**src/rtl/rnd_src_pkg.sv**
```systemverilog
package rnd_src_pkg;

    localparam int LFSR_W        = 128;
    localparam int WORD_W        = 32;
    localparam int NUM_GEN       = 2;
    localparam int WORDS_PER_GEN = LFSR_W / WORD_W;
    localparam int SEED_WORDS    = NUM_GEN * WORDS_PER_GEN;
    localparam int SEED_IDX_W    = $clog2(SEED_WORDS);
    localparam int LANE_W        = $clog2(WORDS_PER_GEN);
    localparam int GEN_W         = $clog2(NUM_GEN);

    // zero-based tap positions of the feedback polynomial
    localparam int TAP_A = 127;
    localparam int TAP_B = 125;
    localparam int TAP_C = 100;
    localparam int TAP_D = 98;

    typedef logic [LFSR_W-1:0] lfsr_state_t;

    typedef struct packed {
        logic [NUM_GEN-1:0] gen_sel;
        logic [LANE_W-1:0]  lane;
        logic [WORD_W-1:0]  word;
    } seed_wr_t;

    typedef enum logic {
        RS_EMPTY = 1'b0,
        RS_READY = 1'b1
    } rnd_state_e;

    function automatic lfsr_state_t lfsr_advance(input lfsr_state_t s);
        logic fb;
        fb = ~(s[TAP_A] ^ s[TAP_B] ^ s[TAP_C] ^ s[TAP_D]);
        return {s[LFSR_W-2:0], fb};
    endfunction

endpackage

```
**src/rtl/rnd_lfsr_gen.sv**
```systemverilog
module rnd_lfsr_gen
    import rnd_src_pkg::*;
#(
    parameter int OUT_W = 32
) (
    input  logic              clk,
    input  logic              rst,
    input  logic              wr_en,
    input  logic [LANE_W-1:0] lane,
    input  logic [WORD_W-1:0] word,
    input  logic              step,
    output logic [OUT_W-1:0]  rnd_word
);

    lfsr_state_t state_q;

    always_ff @(posedge clk) begin
        if (rst) begin
            state_q <= '0;
        end else if (wr_en) begin
            state_q[lane*WORD_W +: WORD_W] <= word;
        end else if (step) begin
            state_q <= lfsr_advance(state_q);
        end
    end

    assign rnd_word = state_q[OUT_W-1:0];

    assert_hold_R5: assert property (@(posedge clk) disable iff (rst)
        (!wr_en && !step) |=> $stable(state_q));

    assert_shift_R9: assert property (@(posedge clk) disable iff (rst)
        (step && !wr_en) |=> (state_q[LFSR_W-1:1] == $past(state_q[LFSR_W-2:0])));

endmodule

```
**src/rtl/rnd_seed_loader.sv**
```systemverilog
module rnd_seed_loader
    import rnd_src_pkg::*;
(
    input  logic              clk,
    input  logic              rst,
    input  logic              feed_valid,
    input  logic              feed_is_seed,
    input  logic [WORD_W-1:0] feed_data,
    output seed_wr_t          seed_wr,
    output logic              seed_any
);

    logic [SEED_IDX_W-1:0] idx_q;
    logic                  take;

    assign take = feed_valid && feed_is_seed;

    always_ff @(posedge clk) begin
        if (rst) begin
            idx_q <= '0;
        end else if (take) begin
            idx_q <= idx_q + 1'b1;
        end
    end

    for (genvar g = 0; g < NUM_GEN; g++) begin : g_sel
        assign seed_wr.gen_sel[g] = take && (idx_q[SEED_IDX_W-1:LANE_W] == GEN_W'(g));
    end

    assign seed_wr.lane = idx_q[LANE_W-1:0];
    assign seed_wr.word = feed_data;
    assign seed_any     = take;

    assert_idx_R3: assert property (@(posedge clk) disable iff (rst)
        !take |=> $stable(idx_q));

    assert_onehot_R2: assert property (@(posedge clk) disable iff (rst)
        $onehot0(seed_wr.gen_sel));

endmodule

```
**src/rtl/rnd_stall_ctrl.sv**
```systemverilog
module rnd_stall_ctrl
    import rnd_src_pkg::*;
#(
    parameter int RND_STEPS = 4
) (
    input  logic clk,
    input  logic rst,
    input  logic seed_any,
    input  logic rnd_req,
    input  logic rnd_ack,
    output logic lfsr_step,
    output logic rnd_valid,
    output logic core_en,
    input  logic ctl_start,
    input  logic core_done,
    output logic core_start,
    output logic ctl_busy,
    output logic ctl_done
);

    localparam int CNT_W = $clog2(RND_STEPS + 1);

    rnd_state_e       st_q;
    logic [CNT_W-1:0] cnt_q;

    assign lfsr_step = rnd_req && (st_q == RS_EMPTY) && !seed_any;

    always_ff @(posedge clk) begin
        if (rst) begin
            st_q  <= RS_EMPTY;
            cnt_q <= '0;
        end else if (seed_any) begin
            st_q  <= RS_EMPTY;
            cnt_q <= '0;
        end else if (lfsr_step) begin
            if (cnt_q == CNT_W'(RND_STEPS - 1)) begin
                st_q  <= RS_READY;
                cnt_q <= '0;
            end else begin
                cnt_q <= cnt_q + 1'b1;
            end
        end else if (st_q == RS_READY && rnd_ack) begin
            st_q <= RS_EMPTY;
        end
    end

    assign rnd_valid = (st_q == RS_READY);
    assign core_en   = !(rnd_req && st_q == RS_EMPTY);

    always_ff @(posedge clk) begin
        if (rst) begin
            ctl_busy   <= 1'b0;
            core_start <= 1'b0;
        end else begin
            core_start <= ctl_start && !ctl_busy;
            if (ctl_start && !ctl_busy) begin
                ctl_busy <= 1'b1;
            end else if (core_done) begin
                ctl_busy <= 1'b0;
            end
        end
    end

    assign ctl_done = core_done && ctl_busy;

    assert_no_overflow_R6: assert property (@(posedge clk) disable iff (rst)
        cnt_q < CNT_W'(RND_STEPS));

    assert_rise_after_step_R6: assert property (@(posedge clk) disable iff (rst)
        $rose(rnd_valid) |-> $past(lfsr_step));

    assert_seed_clears_R4: assert property (@(posedge clk) disable iff (rst)
        seed_any |=> !rnd_valid);

    assert_valid_hold_R8: assert property (@(posedge clk) disable iff (rst)
        (rnd_valid && !rnd_ack && !seed_any) |=> rnd_valid);

    assert_ack_clears_R8: assert property (@(posedge clk) disable iff (rst)
        (rnd_valid && rnd_ack) |=> !rnd_valid);

    assert_no_step_ready_R5: assert property (@(posedge clk) disable iff (rst)
        rnd_valid |-> !lfsr_step);

    assert_busy_rise_R10: assert property (@(posedge clk) disable iff (rst)
        $rose(ctl_busy) |-> core_start);

    assert_done_clears_R10: assert property (@(posedge clk) disable iff (rst)
        (ctl_busy && core_done) |=> !ctl_busy);

endmodule

```
**src/rtl/rnd_src_top.sv**
```systemverilog
module rnd_src_top
    import rnd_src_pkg::*;
#(
    parameter int RND_STEPS = 4,
    parameter int OUT_W     = 32
) (
    input  logic                     clk,
    input  logic                     rst,
    input  logic                     feed_valid,
    input  logic                     feed_is_seed,
    input  logic [WORD_W-1:0]        feed_data,
    input  logic                     rnd_req,
    input  logic                     rnd_ack,
    output logic                     rnd_valid,
    output logic [NUM_GEN*OUT_W-1:0] rnd_data,
    output logic                     core_en,
    input  logic                     ctl_start,
    output logic                     ctl_busy,
    output logic                     ctl_done,
    output logic                     core_start,
    input  logic                     core_done
);

    seed_wr_t seed_wr;
    logic     seed_any;
    logic     lfsr_step;

    rnd_seed_loader u_seed (
        .clk          (clk),
        .rst          (rst),
        .feed_valid   (feed_valid),
        .feed_is_seed (feed_is_seed),
        .feed_data    (feed_data),
        .seed_wr      (seed_wr),
        .seed_any     (seed_any)
    );

    for (genvar g = 0; g < NUM_GEN; g++) begin : g_gen
        rnd_lfsr_gen #(.OUT_W(OUT_W)) u_gen (
            .clk      (clk),
            .rst      (rst),
            .wr_en    (seed_wr.gen_sel[g]),
            .lane     (seed_wr.lane),
            .word     (seed_wr.word),
            .step     (lfsr_step),
            .rnd_word (rnd_data[g*OUT_W +: OUT_W])
        );
    end

    rnd_stall_ctrl #(.RND_STEPS(RND_STEPS)) u_ctrl (
        .clk        (clk),
        .rst        (rst),
        .seed_any   (seed_any),
        .rnd_req    (rnd_req),
        .rnd_ack    (rnd_ack),
        .lfsr_step  (lfsr_step),
        .rnd_valid  (rnd_valid),
        .core_en    (core_en),
        .ctl_start  (ctl_start),
        .core_done  (core_done),
        .core_start (core_start),
        .ctl_busy   (ctl_busy),
        .ctl_done   (ctl_done)
    );

    assert_stall_R7: assert property (@(posedge clk) disable iff (rst)
        (rnd_req && !rnd_valid) |-> !core_en);

    assert_data_hold_R8: assert property (@(posedge clk) disable iff (rst)
        (rnd_valid && !seed_any) |=> $stable(rnd_data));

endmodule

```
**config.mk**
```make
export PLATFORM = sky130hd
export DESIGN_NAME = rnd_src_top
export DESIGN_NICKNAME = d
export VERILOG_FILES = /design/src/rtl/rnd_src_pkg.sv /design/src/rtl/rnd_lfsr_gen.sv /design/src/rtl/rnd_seed_loader.sv /design/src/rtl/rnd_stall_ctrl.sv /design/src/rtl/rnd_src_top.sv
export SDC_FILE = /design/constraint.sdc
export NUM_CORES = 1
export LEC_CHECK = 0
export BUFFER_PORTS_ARGS = -buffer_cell sky130_fd_sc_hd__buf_2
export CAP_MARGIN = 20
export CELL_PAD_IN_SITES_DETAIL_PLACEMENT = 1
export CELL_PAD_IN_SITES_GLOBAL_PLACEMENT = 1
export CORE_MARGIN = 3
export CORE_UTILIZATION = 30
export CTS_BUF_LIST = sky130_fd_sc_hd__clkbuf_8
export DETAILED_ROUTE_END_ITERATION = 12
export HOLD_SLACK_MARGIN = 0.03
export PLACE_DENSITY = 0.58
export SYNTH_ARGS = -nofsm -noshare
export SYNTH_HDL_FRONTEND = slang
export SYNTH_SLANG_ARGS = --single-unit
export TNS_END_PERCENT = 1
```
**constraint.sdc**
```tcl
create_clock -name clk -period 1.9 [get_ports clk]
set_input_delay 0.285 -clock clk [delete_from_list [all_inputs] [get_ports clk]]
set_output_delay 0.285 -clock clk [all_outputs]
set_load 0.005 [all_outputs]
```
==> results.cfg, run 1 <==
[cts]
cts-buffers-inserted = 48
path_clk_slew_ns = 0.06
h-tree-depth = 2
tritoncts = yes
cts_sinks = 265
cts_buffer_depth = 3
cts_root_buffer = clkbuf_8
clock_latency_ns = 0.58

[timing]
hold_viol = 0
fin_crit_sh_pct = 97.9
fmax_mhz = 538
period_minus_slack_ns = 1.86
tns_ns = 0
final-setup-viol-count = 0
max_slew_margin_pct = 72.3
whs_ns = 0.0866
worst_pin_slew_ns = 0.416
worst_slack_ns = 0.0404
skew_ns = 0.0132
timing.final.max_slew_violations = 0

[floorplan]
rows = 74
die-width_um = 212
initial_core_util_pct = 30.7
die_h_um = 212
die_area_sq_um = 44700
io_pins = 109
core_area_sq_um = 41300

[worst_setup_path]
crit_type = flip-flop to flip-flop
crit_arrival_ns = 2.31
startpoint_type = flip-flop
cp-end-kind = flip-flop
critPathMaxFanout = 7
worstPathRequired_ns = 2.35

[final_layout]
num_antenna_cells = 0
drive_gt1_share_pct = 34.6
final_common_cell = dfxtp_1
fin_cells = 1907
nFillCells = 4605
layout.nets = 1387
multiInputGateArea_sq_um = 6390
seq_area_sq_um = 5310
synthToLayoutAreaGrowth_pct = 19.5
final_cell_mix = 263 x dfxtp_1, 259 x nor2_1, 178 x nor3_1, 145 x a221oi_1, 109 x a221oi_2

[grt]
grt_pass1_wl_mm = 62.9
grt_pass1_vias = 10905
overflow = 0
grt_max_degree = 60
antenna_found_initial = 1
globalRouteTotalUtil_pct = 17.6

[logic_synthesis]
syn_nets = 1383
netlist_instances = 1337
ys_seq_area_share_pct = 41.9
synth-seq-cells = 265
syn_area_per_cell_sq_um = 9.48
ys_warn_count = 0
yosysUniqueCellTypes = 37
synth_area_sq_um = 12700

[min_path]
holdCritPathClass = input port to flip-flop

[drt]
m1WireLength_mm = 18.7
wl_met3_mm = 1.80
wl_per_cell_um = 22.0
via_count = 10640
drt_first_pass_iters = 4
via_per_inst = 5.58
drc_errors = 0
ant_nets = 0
wl_met2_mm = 20.7
wirelength_mm = 42.0
drtIter0Drc = 622
top_layer_used = met4

[placed_design]
io_buffer_count = 108
dp.cells = 1808
place.gp.congestion = 0.739
pre_cts_slack_ns = 0.00697
dpl.hpwl_mm = 24.9

[power_and_ir_drop]
p_leak_uw = 0.00585
p_total_uw = 14000
peakVddDrop_mv = 0.367
cellPowerDensity_nw_per_um2 = 926

[flow_run]
maxCapViolCount = 0

[outcome]
status = finished, final reports clean
-- metal layers --
layer / up-vias / global-route usage [%]
li1: 4972 / -
met1: 5422 / 22.9
met2: 191 / 30.6
met3: 55 / 2.76
met4: 0 / 4.27
met5: - / 0
-- Yosys cell counts, drive strengths merged --
cell type	count	share of area (%)
inv	3	0.089
dfxtp	265	42
o2bb2ai	8	1.0
and3	1	0.049
clkbuf	67	2.0
a2bb2oi	8	1.2
nor2	267	8.0
xnor2	3	0.21
nand3	1	0.079
and3b	1	0.069
mux2i	2	0.16
nand3b	1	0.059
a21oi	3	0.12
buf	164	8.1
xor2	4	0.28
ha	6	0.59
nand2	5	0.15
a221oi	254	22
a22oi	2	0.12
nor3b	1	0.059
nand4b	1	0.069
a211oi	2	0.12
nor3	260	14
nand4bb	3	0.27
and2	2	0.099
nor2b	3	0.17
-- worst max-delay path, cell delays in order (launching register included) --
cell and delay, ns:
dfxtp_2 0.33, inv_2 0.09, ha_2 0.27, nand4b_1 0.26, nor2_4 0.08, buf_12 0.15
clkbuf_16 0.17, a221oi_1 0.28, nor3_1 0.10
-- timing repair --
item                                    in CTS  in global routing
buffers inserted                             0                  4
hold buffers                                 3                  0
pin swaps                                    1                 19
endpoints found under the hold margin        3                  0
endpoints found under the setup margin       7                193
resized for setup                            3                 40
gates cloned                                 0                  9
-- power by group --
| part | internal (uW) | switching (uW) | total [uW] |
|---|---|---|---|
| logic | 969 | 1330 | 2300 |
| clock network | 3000 | 2430 | 5430 |
| registers | 5990 | 296 | 6280 |
-- worst paths after layout --
kind                                 from                                       to  slack [ns]  depth (start not counted)
max reg2reg  u_seed.idx_q[0]$_SDFFE_PP0N_  g_gen[0].u_gen.state_q[46]$_SDFFE_PP0P_        0.04                          8
min                                   rst  g_gen[0].u_gen.state_q[69]$_SDFFE_PP0P_        0.09                          2
max          u_seed.idx_q[0]$_SDFFE_PP0N_  g_gen[0].u_gen.state_q[46]$_SDFFE_PP0P_        0.04                          8
min reg2reg  u_ctrl.cnt_q[2]$_SDFFE_PP0P_             u_ctrl.cnt_q[2]$_SDFFE_PP0P_        0.44                          2
-- cell type report --
class / instances / area share [%]
clock buffer: 61 / 5.54
inverter: 3 / 0.0743
multi-input combinational: 838 / 42.2
timing repair buffer: 185 / 11.9
clock inverter: 23 / 0.834
tap: 532 / 4.39
sequential: 265 / 35.0
-- registers in the layout, summed over array words and instances, names as in the netlist --
register,flops
u_ctrl.cnt_q,3
u_ctrl.ctl_busy,1
g_gen.u_gen.state_q,256
u_seed.idx_q,3
u_ctrl.rnd_valid,1
u_ctrl.core_start,1
-- cells by family after synthesis --
family | share of synthesized area (%)
adders and majority gates | 0.592
buffers and inverters | 10.1
xor gates and xnor gates | 0.484
muxes | 0.158
DFF | 41.9
AOI/OAI and AO/OA | 24.2
and+or+nand+nor | 22.5
-- per-stage QoR --
| stage | utilization [%] | instance area [sq um] |
|---|---|---|
| final | 36.7 | 15100 |
| after global routing | 36.7 | 15100 |
| after CTS | 35.6 | 14700 |
| after detailed placement | 33.1 | 13700 |
| after global placement | 33.1 | 13700 |
| after floorplan | - | 12700 |
Power figures use the tool's default switching activity.
==> run 2: changes to the inputs <==
--- a/config.mk
+++ b/config.mk
@@ -15,6 +15,7 @@
 export DETAILED_ROUTE_END_ITERATION = 12
 export HOLD_SLACK_MARGIN = 0.03
 export PLACE_DENSITY = 0.58
+export REMOVE_ABC_BUFFERS = 1
 export SYNTH_ARGS = -nofsm -noshare
 export SYNTH_HDL_FRONTEND = slang
 export SYNTH_SLANG_ARGS = --single-unit
==> run 2 against run 1 <==
- critical endpoint is now g_gen[1].u_gen.state_q[20]$_SDFFE_PP0P_
- first-iteration DRC count shrank 7.2%
- critical path depth down 1
- worst hold slack gained 0.015 ns
- register-to-register slack about the same
- sequential power hardly changed
- cell count is 1.8% higher
- largest power group unchanged
- setup slack better by 0.0031 ns
- largest cell class unchanged
==> results.cfg, run 2 (synthesis gave the netlist of run 1 again) <==
[final_layout]
reg.largest.list = g_gen.u_gen.state_q x256, u_ctrl.cnt_q x3, u_seed.idx_q x3
top_register = g_gen.u_gen.state_q
layout.nets = 1423
fin_cells = 1941
final_common_cell = dfxtp_1
largest_reg_flops = 256
nFillCells = 4682
final_cell_mix = 263 x dfxtp_1, 259 x nor2_1, 177 x nor3_1, 169 x a221oi_1, 107 x buf_2
synthToLayoutAreaGrowth_pct = 19.7
drive_gt1_share_pct = 34.6

[drt]
drc_errors = 0
ant_nets = 0
drtIter0Drc = 577
wirelength_mm = 44.3
wl_per_cell_um = 22.8
via_count = 10791
drt_first_pass_iters = 5
via_per_inst = 5.56

[timing]
period_minus_slack_ns = 1.86
max_slew_margin_pct = 70.3
hold_viol = 0
worst_pin_slew_ns = 0.445
whs_ns = 0.102
skew_ns = 0.0381
worst_slack_ns = 0.0435
fmax_mhz = 539
grt_setup_unrepaired = yes
timing.final.max_slew_violations = 0
final-setup-viol-count = 0
fin_crit_sh_pct = 97.7
tns_ns = 0

[grt]
grt_max_degree = 48
grt_use_met3_pct = 3.44
use_met2_pct = 33.3
busiest_layer = met2
antenna_found_initial = 0
overflow = 0
grt_pass1_wl_mm = 69.3
globalRouteTotalUtil_pct = 19.8
grt_pass1_vias = 11414
grt_util_met1_pct = 26.0

[worst_setup_path]
startpoint_type = flip-flop
path_buf_inv = 2
cp_top_family = simple AND/OR/NAND/NOR gates
cp-end-kind = flip-flop
worstPathRequired_ns = 2.45
crit_chain = inv_2 > ha_4 > nand4bb_4 > nor2_4 > buf_4 > a221oi_2 > nor3_2
cp_slowest_cell = dfxtp_2
slowest_delay_ns = 0.35
crit_type = flip-flop to flip-flop
crit_arrival_ns = 2.41
critPathMaxFanout = 10

[cts]
clock_latency_ns = 0.63
cts_root_buffer = clkbuf_8
tritoncts = yes
cts_sinks = 265
h-tree-depth = 2
cts_buffer_depth = 3
path_clk_slew_ns = 0.07
cts_setup_buffers = 0
cts-buffers-inserted = 50

[floorplan]
io_pins = 109
rows = 74
core_area_sq_um = 41300
die-width_um = 212
die_area_sq_um = 44700
die_h_um = 212
initial_core_util_pct = 30.7

[power_and_ir_drop]
combPwrFrac_pct = 17.2
p_seq_share_pct = 45.2
p_switching_uw = 4170
cellPowerDensity_nw_per_um2 = 920
p_leak_uw = 0.00592
clkPwrFrac_pct = 37.5
swShare_pct = 29.9
p_int_uw = 9790
peakVddDrop_mv = 0.421

[placed_design]
dp.cells = 1853
place.gp.congestion = 0.785
pre_cts_slack_ns = -0.139
dpl.hpwl_mm = 28.3
io_buffer_count = 108

[min_path]
holdCritPathClass = input port to flip-flop

[flow_run]
maxCapViolCount = 0

[outcome]
status = finished, final reports clean
## run 2: path summary, 6_finish.rpt
path         slack (ns)                                      end                         start  cells past startpoint
max reg2reg        0.04  g_gen[1].u_gen.state_q[20]$_SDFFE_PP0P_  u_seed.idx_q[0]$_SDFFE_PP0N_                      7
max                0.04  g_gen[1].u_gen.state_q[20]$_SDFFE_PP0P_  u_seed.idx_q[0]$_SDFFE_PP0N_                      7
min                0.10  g_gen[1].u_gen.state_q[13]$_SDFFE_PP0P_                 feed_data[13]                      3
min reg2reg        0.44             u_ctrl.cnt_q[2]$_SDFFE_PP0P_  u_ctrl.cnt_q[2]$_SDFFE_PP0P_                      2
## run 2: worst min-delay path: stages
cell,delay (ns)
buf_2,0.19
a221oi_2,0.09
nor3_2,0.13
## run 2: power by group through the flow
stage	Sequential, uW	Combinational (uW)	Clock [uW]
finish	6310	2400	5240
detailed placement	6430	2360	0
CTS	6320	2410	5460
global route	6370	2640	5740
floorplan	6330	1270	0
global placement	6420	2300	0
## run 2: cell type report
| cell class | instances | area [sq um] | share of cell area [%] |
|---|---|---|---|
| multi-input cells | 838 | 6290 | 41.5 |
| clock inverters | 25 | 114 | 0.751 |
| inverters | 3 | 16.3 | 0.107 |
| well taps | 532 | 666 | 4.39 |
| flip-flops and latches | 265 | 5310 | 35.0 |
| repair buffers | 219 | 1970 | 13.0 |
| diodes | 1 | 2.50 | 0.0165 |
| clock buffers | 58 | 798 | 5.26 |
## run 2: stage by stage
stage	total power, uW	util (%)	instance area (sq um)
6_report	14000	36.7	15200
5_1_grt	14800	36.7	15200
4_1_cts	14200	36.5	15100
3_5_place_dp	8790	34.0	14000
3_3_place_gp	8720	34.0	14000
2_1_floorplan	7600	-	11400
## run 2: per-layer routing
layer | part of all wire (%) | up-vias
met5 | 0 | -
met2 | 48 | 263
met1 | 45 | 5443
met4 | 2.8 | 0
li1 | - | 5017
met3 | 4.2 | 68
## run 2: timing repair
| action | 4_1_cts | 5_1_grt |
|---|---|---|
| hold endpoints to repair | 3 | 0 |
| gates resized for setup | 13 | 21 |
| cloned | 0 | 1 |
| hold buffers | 3 | 0 |
| endpoints found under the setup margin | 100 | 146 |
| pin swaps | 3 | 9 |
